**config.mk**
```make
export PLATFORM = sky130hd
export DESIGN_NAME = fp2fix_cvt
export DESIGN_NICKNAME = d
export VERILOG_FILES = /design/src/rtl/fxc_pkg.sv /design/src/rtl/fxc_unpack.sv /design/src/rtl/fxc_scale.sv /design/src/rtl/fp2fix_cvt.sv
export SDC_FILE = /design/constraint.sdc
export NUM_CORES = 1
export LEC_CHECK = 0
export ABC_AREA = 1
export BUFFER_PORTS_ARGS = -buffer_cell sky130_fd_sc_hd__clkbuf_2
export CAP_MARGIN = 20
export CELL_PAD_IN_SITES_DETAIL_PLACEMENT = 1
export CELL_PAD_IN_SITES_GLOBAL_PLACEMENT = 2
export CORE_ASPECT_RATIO = 1.2
export CORE_MARGIN = 1
export CORE_UTILIZATION = 35
export CTS_CLUSTER_SIZE = 20
export DETAILED_ROUTE_END_ITERATION = 8
export PLACE_DENSITY = 0.95
export SLEW_MARGIN = 40
export SYNTH_ARGS = -nofsm -noshare
export SYNTH_HDL_FRONTEND = slang
export SYNTH_SLANG_ARGS = --single-unit
```
**constraint.sdc**
```tcl
create_clock -name clk -period 0.8 [get_ports clk]
set_clock_uncertainty 0.05 [all_clocks]
set_input_delay 0.04 -clock clk [delete_from_list [all_inputs] [get_ports clk]]
set_output_delay 0.04 -clock clk [all_outputs]
set_load 0.05 [all_outputs]
```
**src/rtl/fxc_pkg.sv**
```systemverilog
package fxc_pkg;
    localparam int SP_EXP_W = 8;
    localparam int SP_MAN_W = 23;
    localparam int HP_EXP_W = 5;
    localparam int HP_MAN_W = 10;
    localparam int SIG_W    = SP_MAN_W + 1;
    localparam int SCL_W    = 10;
    localparam int OUT_W    = 32;
    localparam int NARROW_W = 16;
    localparam int IMM_W    = 5;
    localparam int FRAC_W   = $clog2(OUT_W) + 1;
    localparam int MAG_W    = 64;
    localparam int SHIFT_W  = $clog2(SIG_W);

    // value = (-1)^sign * sig * 2^exp
    typedef struct packed {
        logic                    sign;
        logic                    is_nan;
        logic                    is_inf;
        logic signed [SCL_W-1:0] exp;
        logic [SIG_W-1:0]        sig;
    } fxc_op_t;

    typedef struct packed {
        logic [OUT_W-1:0] res;
        logic             invalid;
        logic             inexact;
        logic             bad_cfg;
    } fxc_out_t;
endpackage

```
**src/rtl/fxc_unpack.sv**
```systemverilog
module fxc_unpack
    import fxc_pkg::*;
(
    input  logic [OUT_W-1:0] src,
    input  logic             is_single,
    output fxc_op_t          op
);
    localparam int SP_BIAS_LSB = (1 << (SP_EXP_W - 1)) - 1 + SP_MAN_W;
    localparam int HP_PAD      = SP_MAN_W - HP_MAN_W;
    localparam int HP_BIAS_LSB = (1 << (HP_EXP_W - 1)) - 1 + HP_MAN_W + HP_PAD;

    logic [SP_EXP_W-1:0] sp_e;
    logic [SP_MAN_W-1:0] sp_f;
    logic [HP_EXP_W-1:0] hp_e;
    logic [HP_MAN_W-1:0] hp_f;

    assign sp_e = src[SP_MAN_W +: SP_EXP_W];
    assign sp_f = src[SP_MAN_W-1:0];
    assign hp_e = src[HP_MAN_W +: HP_EXP_W];
    assign hp_f = src[HP_MAN_W-1:0];

    always_comb begin
        op = '0;
        if (is_single) begin
            op.sign = src[SP_EXP_W + SP_MAN_W];
            if (&sp_e) begin
                op.is_nan = |sp_f;
                op.is_inf = ~|sp_f;
            end else if (sp_e == '0) begin
                op.sig = {1'b0, sp_f};
                op.exp = SCL_W'(1 - SP_BIAS_LSB);
            end else begin
                op.sig = {1'b1, sp_f};
                op.exp = $signed({{(SCL_W-SP_EXP_W){1'b0}}, sp_e}) - SCL_W'(SP_BIAS_LSB);
            end
        end else begin
            op.sign = src[HP_EXP_W + HP_MAN_W];
            if (&hp_e) begin
                op.is_nan = |hp_f;
                op.is_inf = ~|hp_f;
            end else if (hp_e == '0) begin
                op.sig = {1'b0, hp_f, {HP_PAD{1'b0}}};
                op.exp = SCL_W'(1 - HP_BIAS_LSB);
            end else begin
                op.sig = {1'b1, hp_f, {HP_PAD{1'b0}}};
                op.exp = $signed({{(SCL_W-HP_EXP_W){1'b0}}, hp_e}) - SCL_W'(HP_BIAS_LSB);
            end
        end
    end
endmodule

```
**src/rtl/fxc_scale.sv**
```systemverilog
module fxc_scale
    import fxc_pkg::*;
(
    input  fxc_op_t           op,
    input  logic [FRAC_W-1:0] frac,
    input  logic              wide,
    input  logic              uns,
    output logic [OUT_W-1:0]  val,
    output logic              inv,
    output logic              inx
);
    localparam logic signed [SCL_W-1:0] SHL_LIM = SCL_W'(MAG_W - SIG_W);
    localparam logic signed [SCL_W-1:0] SHR_LIM = SCL_W'(-SIG_W);
    localparam logic [MAG_W-1:0]        ONE     = MAG_W'(1);

    logic signed [SCL_W-1:0] sh;
    logic [SHIFT_W-1:0]      rsh;
    logic [SIG_W-1:0]        lowmask;
    logic [FRAC_W-1:0]       tgt;
    logic [MAG_W-1:0]        mag, neg_mag, lim_pos, lim_neg;
    logic                    big, disc, over;

    assign sh  = op.exp + $signed({{(SCL_W-FRAC_W){1'b0}}, frac});
    assign rsh = SHIFT_W'(-sh);
    assign tgt = wide ? FRAC_W'(OUT_W) : FRAC_W'(NARROW_W);

    for (genvar i = 0; i < SIG_W; i++) begin : g_mask
        assign lowmask[i] = (SHIFT_W'(i) < rsh);
    end

    always_comb begin
        big  = 1'b0;
        disc = 1'b0;
        mag  = '0;
        if (sh >= SHL_LIM) begin
            big = |op.sig;
        end else if (sh >= 0) begin
            mag = {{(MAG_W-SIG_W){1'b0}}, op.sig} << sh;
        end else if (sh <= SHR_LIM) begin
            disc = |op.sig;
        end else begin
            mag  = {{(MAG_W-SIG_W){1'b0}}, (op.sig >> rsh)};
            disc = |(op.sig & lowmask);
        end
        neg_mag = -mag;
        lim_pos = uns ? ((ONE << tgt) - ONE) : ((ONE << (tgt - 1'b1)) - ONE);
        lim_neg = uns ? '0 : (ONE << (tgt - 1'b1));
        over    = op.is_inf | big | (op.sign ? (mag > lim_neg) : (mag > lim_pos));

        val = '0;
        inv = 1'b0;
        inx = 1'b0;
        if (op.is_nan) begin
            inv = 1'b1;
        end else if (over) begin
            inv = 1'b1;
            if (op.sign) begin
                val = uns ? '0 : OUT_W'(-lim_neg);
            end else begin
                val = lim_pos[OUT_W-1:0];
            end
        end else begin
            val = op.sign ? neg_mag[OUT_W-1:0] : mag[OUT_W-1:0];
            inx = disc;
        end
    end
endmodule

```
**src/rtl/fp2fix_cvt.sv**
```systemverilog
module fp2fix_cvt
    import fxc_pkg::*;
(
    input  logic             clk,
    input  logic             rst_n,
    input  logic [OUT_W-1:0] src_word,
    input  logic             fmt_is_single,
    input  logic             width_is_32,
    input  logic             fix_unsigned,
    input  logic [IMM_W-1:0] pos_imm,
    output logic [OUT_W-1:0] fix_out,
    output logic             flag_invalid,
    output logic             flag_inexact,
    output logic             flag_badcfg
);
    fxc_op_t                 op;
    logic signed [FRAC_W:0]  frac_full;
    logic [FRAC_W-1:0]       tgt_w;
    logic [OUT_W-1:0]        sc_val;
    logic                    sc_inv, sc_inx;
    fxc_out_t                st_d, st_q;

    assign tgt_w     = width_is_32 ? FRAC_W'(OUT_W) : FRAC_W'(NARROW_W);
    assign frac_full = $signed({1'b0, tgt_w})
                     - $signed({{(FRAC_W+1-IMM_W){1'b0}}, pos_imm});

    fxc_unpack u_unpack (
        .src       (src_word),
        .is_single (fmt_is_single),
        .op        (op)
    );

    fxc_scale u_scale (
        .op   (op),
        .frac (frac_full[FRAC_W-1:0]),
        .wide (width_is_32),
        .uns  (fix_unsigned),
        .val  (sc_val),
        .inv  (sc_inv),
        .inx  (sc_inx)
    );

    always_comb begin
        st_d = '0;
        if (frac_full[FRAC_W]) begin
            st_d.bad_cfg = 1'b1;
        end else begin
            st_d.res     = sc_val;
            st_d.invalid = sc_inv;
            st_d.inexact = sc_inx;
        end
    end

    always_ff @(posedge clk or negedge rst_n) begin
        if (!rst_n) st_q <= '0;
        else        st_q <= st_d;
    end

    assign fix_out      = st_q.res;
    assign flag_invalid = st_q.invalid;
    assign flag_inexact = st_q.inexact;
    assign flag_badcfg  = st_q.bad_cfg;
endmodule

```
==> results of run 1 <==
==> what timing repair did <==
item,CTS
gates cloned,5
hold buffers,1
endpoints found under the hold margin,35
pin swaps,29
resized for setup,171
setup buffers,28
setup endpoints to repair,70
==> metal layers <==
layer,GRT overflow,track usage
met5,0,0.203
met1,3,0.663
met2,83,0.934
met4,81,0.798
met3,2,0.498
==> stage by stage <==
stage                     utilization  std cells
after floorplan                     -       1695
after global placement          0.522       2516
after detailed placement        0.522       2516
after CTS                       0.568       2558
==> logic make-up after synthesis <==
logic type,count (synthesis)
adders and majority gates,66
other,2
AOI/OAI and AO/OA,186
DFF,35
xor gates and xnor gates,39
buffers and inverters,285
and+or+nand+nor,1082
==> results.md, run 1 <==
* Synth Area in Compound Gates at 0.117
* H-tree levels at 2
* DIE WIDTH at between 150 and 200 um
* Simple-gate share of the synthesized area at 0.537
* Cell taking the most area after synthesis: nand2_1
* Result of the run: stopped before the end
* Congestion Overflow GR at 169
* Total nets after synthesis at 1803
* Root Driver: clkbuf_16
* Global placer's final weighted congestion at 1.06
* Combinational family with the most area after synthesis: simple AND/OR/NAND/NOR gates
* CTS sink cnt at 35
* Number of warning messages in the yosys log at 0
* Fraction of post-synthesis cell area in the top cell type by area at 0.194
* Buffer depth of the longest clock path at 2
* Proportion of synthesized chip area in sequential cells at 0.0916
* Synth unique cells at 62
* Syn_area_per_cell at 5.64 um^2
* Mux share of post-synthesis cell area at 0
* Number of buffers created by CTS at 5
* Total track usage at 0.706
* Stopping stage: global routing (5_1_grt)
* HPWL reported at the end of detailed placement at 42.4 mm
* Count of flip-flops with a built-in enable after synthesis at 0
* Count of buffers from port buffering at 76
* IO Pins at 77
* Die Ht at between 150 and 200 um
* Site row count at 65
* Error Message: [ERROR GRT-0232] Routing congestion too high. Check the congestion heatmap in the GUI.
* Proportion of register bits with asynchronous set or reset after synthesis at 1.00
* Type of pin the worst path ends at: sequential cell input
* Largest cells by area after synthesis: nand2_1 (19%), nand3_1 (15%), dfrtp_1 (9.2%)
* Total standard cell area after synthesis at approximately 0.0096 mm^2
* Xor/xnor cell area share of the yosys netlist at 0.0377
* Worst slack at placement at -4.99 ns
* Area after DPL at 0.0139 mm^2
* Post-synthesis adder-cell area fraction at 0.0872
* Instance count of the mapped netlist at 1695
* Top post-synthesis cells by count: nand2_1 (495), nand3_1 (282), inv_1 (184)
* Top flip-flop cell by instance count after synthesis: dfrtp_1
* Last reported worst endpoint of the global-route repair pass: fix_out[8]$_DFF_PN0_/D
* Most used standard cell by instance count after synthesis: nand2_1
* Register bit count reported by yosys at 35
* Initial cell density of the core at 0.359
* Maximum number of pins on one net before global-route repair at 36
==> inputs of run 2 (changes only) <==
CELL_PAD_IN_SITES_DETAIL_PLACEMENT = not set   (was 1)
CELL_PAD_IN_SITES_GLOBAL_PLACEMENT = not set   (was 2)
CORE_ASPECT_RATIO = not set   (was 1.2)
CORE_UTILIZATION = 37   (was 35)
CTS_CLUSTER_SIZE = not set   (was 20)
PLACE_DENSITY = not set   (was 0.95)
PLACE_DENSITY_LB_ADDON = 0.15   (was not set)
==> run 2 against run 1 <==
The flow now finishes, with violations (setup timing). Area after synthesis unchanged. Synthesized cell count stayed put.
==> results.md, run 2 <==
* DIE AREA at 0.0265 mm^2
* RSZ-0062 raised after global routing: yes
* Final critical-path required period at between 5 and 6 ns
* Endpoint class of the critical path: flip-flop
* Root Driver: clkbuf_16
* H-tree levels at 2
* CTS sink cnt at 35
* Antenna violations before repair at 1
* Synth unique cells at 62
* Vias per Instance at 5.37
* Total nets after synthesis at 1803
* Count of final hold-check violations at 0
* Leading cell type in the layout, fill and taps excluded: buf_4
* Register bit count reported by yosys at 35
* Detailed-route wire length per cell at around 17 um
* Max stage delay cell, worst path: fa_2
* Final period util at 6.36
* Congestion Overflow GR at 0
* CP Class: in2reg
* Top post-synthesis cells by count: nand2_1 (495), nand3_1 (282), inv_1 (184)
* Total standard cell area after synthesis at 0.00956 mm^2
* Hold crit path type: in2async
* Flip-flop count of the largest register after layout at 32
* Commonest non-fill, non-tap cells in the layout: buf_4 (487), nand2_1 (448), nand3_1 (229)
* Syn_area_per_cell at 5.64 um^2
* Largest cells by area after synthesis: nand2_1 (19%), nand3_1 (15%), dfrtp_1 (9.2%)
* Max-slew headroom at 0.540
* Antenna cells at 0
* Clock-pin transition on the worst setup and hold timing paths at 0.05 ns
* Instance count of the mapped netlist at 1695
* Required time of the critical path at 0.91 ns
* CP Max Fanout at 7
* Maximum number of pins on one net before global-route repair at 38
* Tightest Pin Transition at 0.683 ns
* Max-slew violation total from the final report at 0
* Arrival time at the worst endpoint at ~5.2 ns
* Post-route DRC at 0
* Cell taking the most area after synthesis: nand2_1
* Peak per-stage delay on the critical path at 0.34 ns
* Count of flip-flops with a built-in enable after synthesis at 0
* DIE WIDTH at 163 um
* First-pass GRT wire length at 68.8 mm
* HPWL reported at the end of detailed placement at 34.7 mm
* Site row count at a little under 60
* Area of the core at 0.0253 mm^2
* Fraction of post-synthesis cell area in the top cell type by area at 0.194
* Remaining antenna violation count at 0
* Die Ht at 163 um
* Proportion of synthesized chip area in sequential cells at 0.0916
* Sum of routed wire length over all layers at 44.5 mm
* Most used standard cell by instance count after synthesis: nand2_1
* Overall via count from detail_route at between 10000 and 15000
* Final setup margin at -4.29 ns
* Accumulated negative setup slack at -146.51 ns
* Initial cell density of the core at 0.379
* Peak VDD IR at about 3400 uV
* Iteration-0 DRC count of the detailed router at ~1400
* Result of the run: finished, violations left
* Number of global-route vias before repair at 13000
* Detailed Routing Iterations Pass 1 at 6
* Final nets at 2338
* Utilization after layout at 0.637
* Share of layout cells above drive strength 1 at 0.432
* Global placer's final weighted congestion at 1.00
* Power Dens Cells at between 2000 and 3000 mW/mm^2
* Proportion of register bits with asynchronous set or reset after synthesis at 1.00
* Count of buffers from port buffering at between 70 and 80
* Buffer depth of the longest clock path at 2
* Critical path startpoint category: input pin
* Clock tree from TritonCTS: done
* Number of max-cap violations at 0
* Violated checks: setup timing
* Number of buffers created by CTS at 5
* Number of warning messages in the yosys log at 0
* IO Pins at 77
* Total track usage at 0.330
* Max Freq at 196 MHz
* Synth-to-Final Area Change at 68.2%
* Top flip-flop cell by instance count after synthesis: dfrtp_1
* Final setup violation count at 69
* Standby leakage power at 0.00871 uW
run 2: worst max-delay path: cells and delay by family:
family / cells / cell delay [ns]
simple gates: 20 / 1.96
buf+inv: 12 / 1.23
compound gates: 6 / 1.13
fa+ha+maj: 3 / 0.79
run 2: worst paths after layout:
| kind | startpoint | slack [ns] | cells after the start | end |
|---|---|---|---|---|
| hold / removal | rst_n | 0.20 | 3 | flag_badcfg |
| max in group asynchronous | rst_n | 0.31 | 3 | fix_out[21] |
| setup / recovery | src_word[30] | -4.29 | 41 | fix_out[8] |
| min in group clk | fix_unsigned | 0.22 | 4 | fix_out[31] |
run 2: per-layer routing:
| layer | vias to the layer above | part of all wire | GRT usage |
|---|---|---|---|
| li1 | 6679 | - | - |
| met5 | - | 0 | 0 |
| met4 | 0 | 0.023 | 0.0790 |
| met3 | 86 | 0.066 | 0.0293 |
| met2 | 547 | 0.47 | 0.551 |
| met1 | 6448 | 0.44 | 0.453 |
run 2: where the power goes:
part | switching (uW) | leakage, uW | internal, uW
Clock | 712 | 0.0000669 | 1150
Sequential | 595 | 0.000432 | 2620
Combinational | 24100 | 0.00821 | 17600
run 2: final cells by class:
class                      instances  area, um^2
inverter                         208         797
multi-input combinational       1377        8680
sequential                        35         876
tap                              330         413
fill                            2285        9180
timing repair buffer             603        5170
clock inverter                     2        12.5
clock buffer                       6         129
run 2: what timing repair did:
| item | 4_1_cts | 5_1_grt |
|---|---|---|
| hold endpoints to repair | 35 | 0 |
| hold buffers | 1 | 0 |
| pin swaps | 55 | 55 |
| endpoints found under the setup margin | 70 | 70 |
| cloned | 7 | 1 |
| buffers inserted | 40 | 10 |
| resized for setup | 274 | 135 |
run 2: cell families (layout without fill, tap and decap cells):
| kind of cell | after synthesis | after routing | synth area share |
|---|---|---|---|
| AOI/OAI and AO/OA | 186 | 186 | 0.117 |
| other | 2 | 2 | 0.000786 |
| buffers and inverters | 285 | 819 | 0.129 |
| and+or+nand+nor | 1082 | 1084 | 0.537 |
| xor gates and xnor gates | 39 | 39 | 0.0377 |
| adders and majority gates | 66 | 66 | 0.0872 |
| DFF | 35 | 35 | 0.0916 |
run 2: through the flow:
step	hold WS [ns]	total power, uW	setup slack [ns]	instances	area, um^2
final	0.202	46700	-4.29	2561	16100
after floorplan	-0.306	23000	-3.70	1695	9700
after detailed placement	-0.0375	37100	-4.58	2498	13800
after global placement	-0.0419	36900	-4.54	2498	13800
after CTS	0.205	43200	-4.02	2553	15600
after global routing	0.230	49800	-4.61	2561	16100
Note: power is estimated with default switching activity, not from simulation.
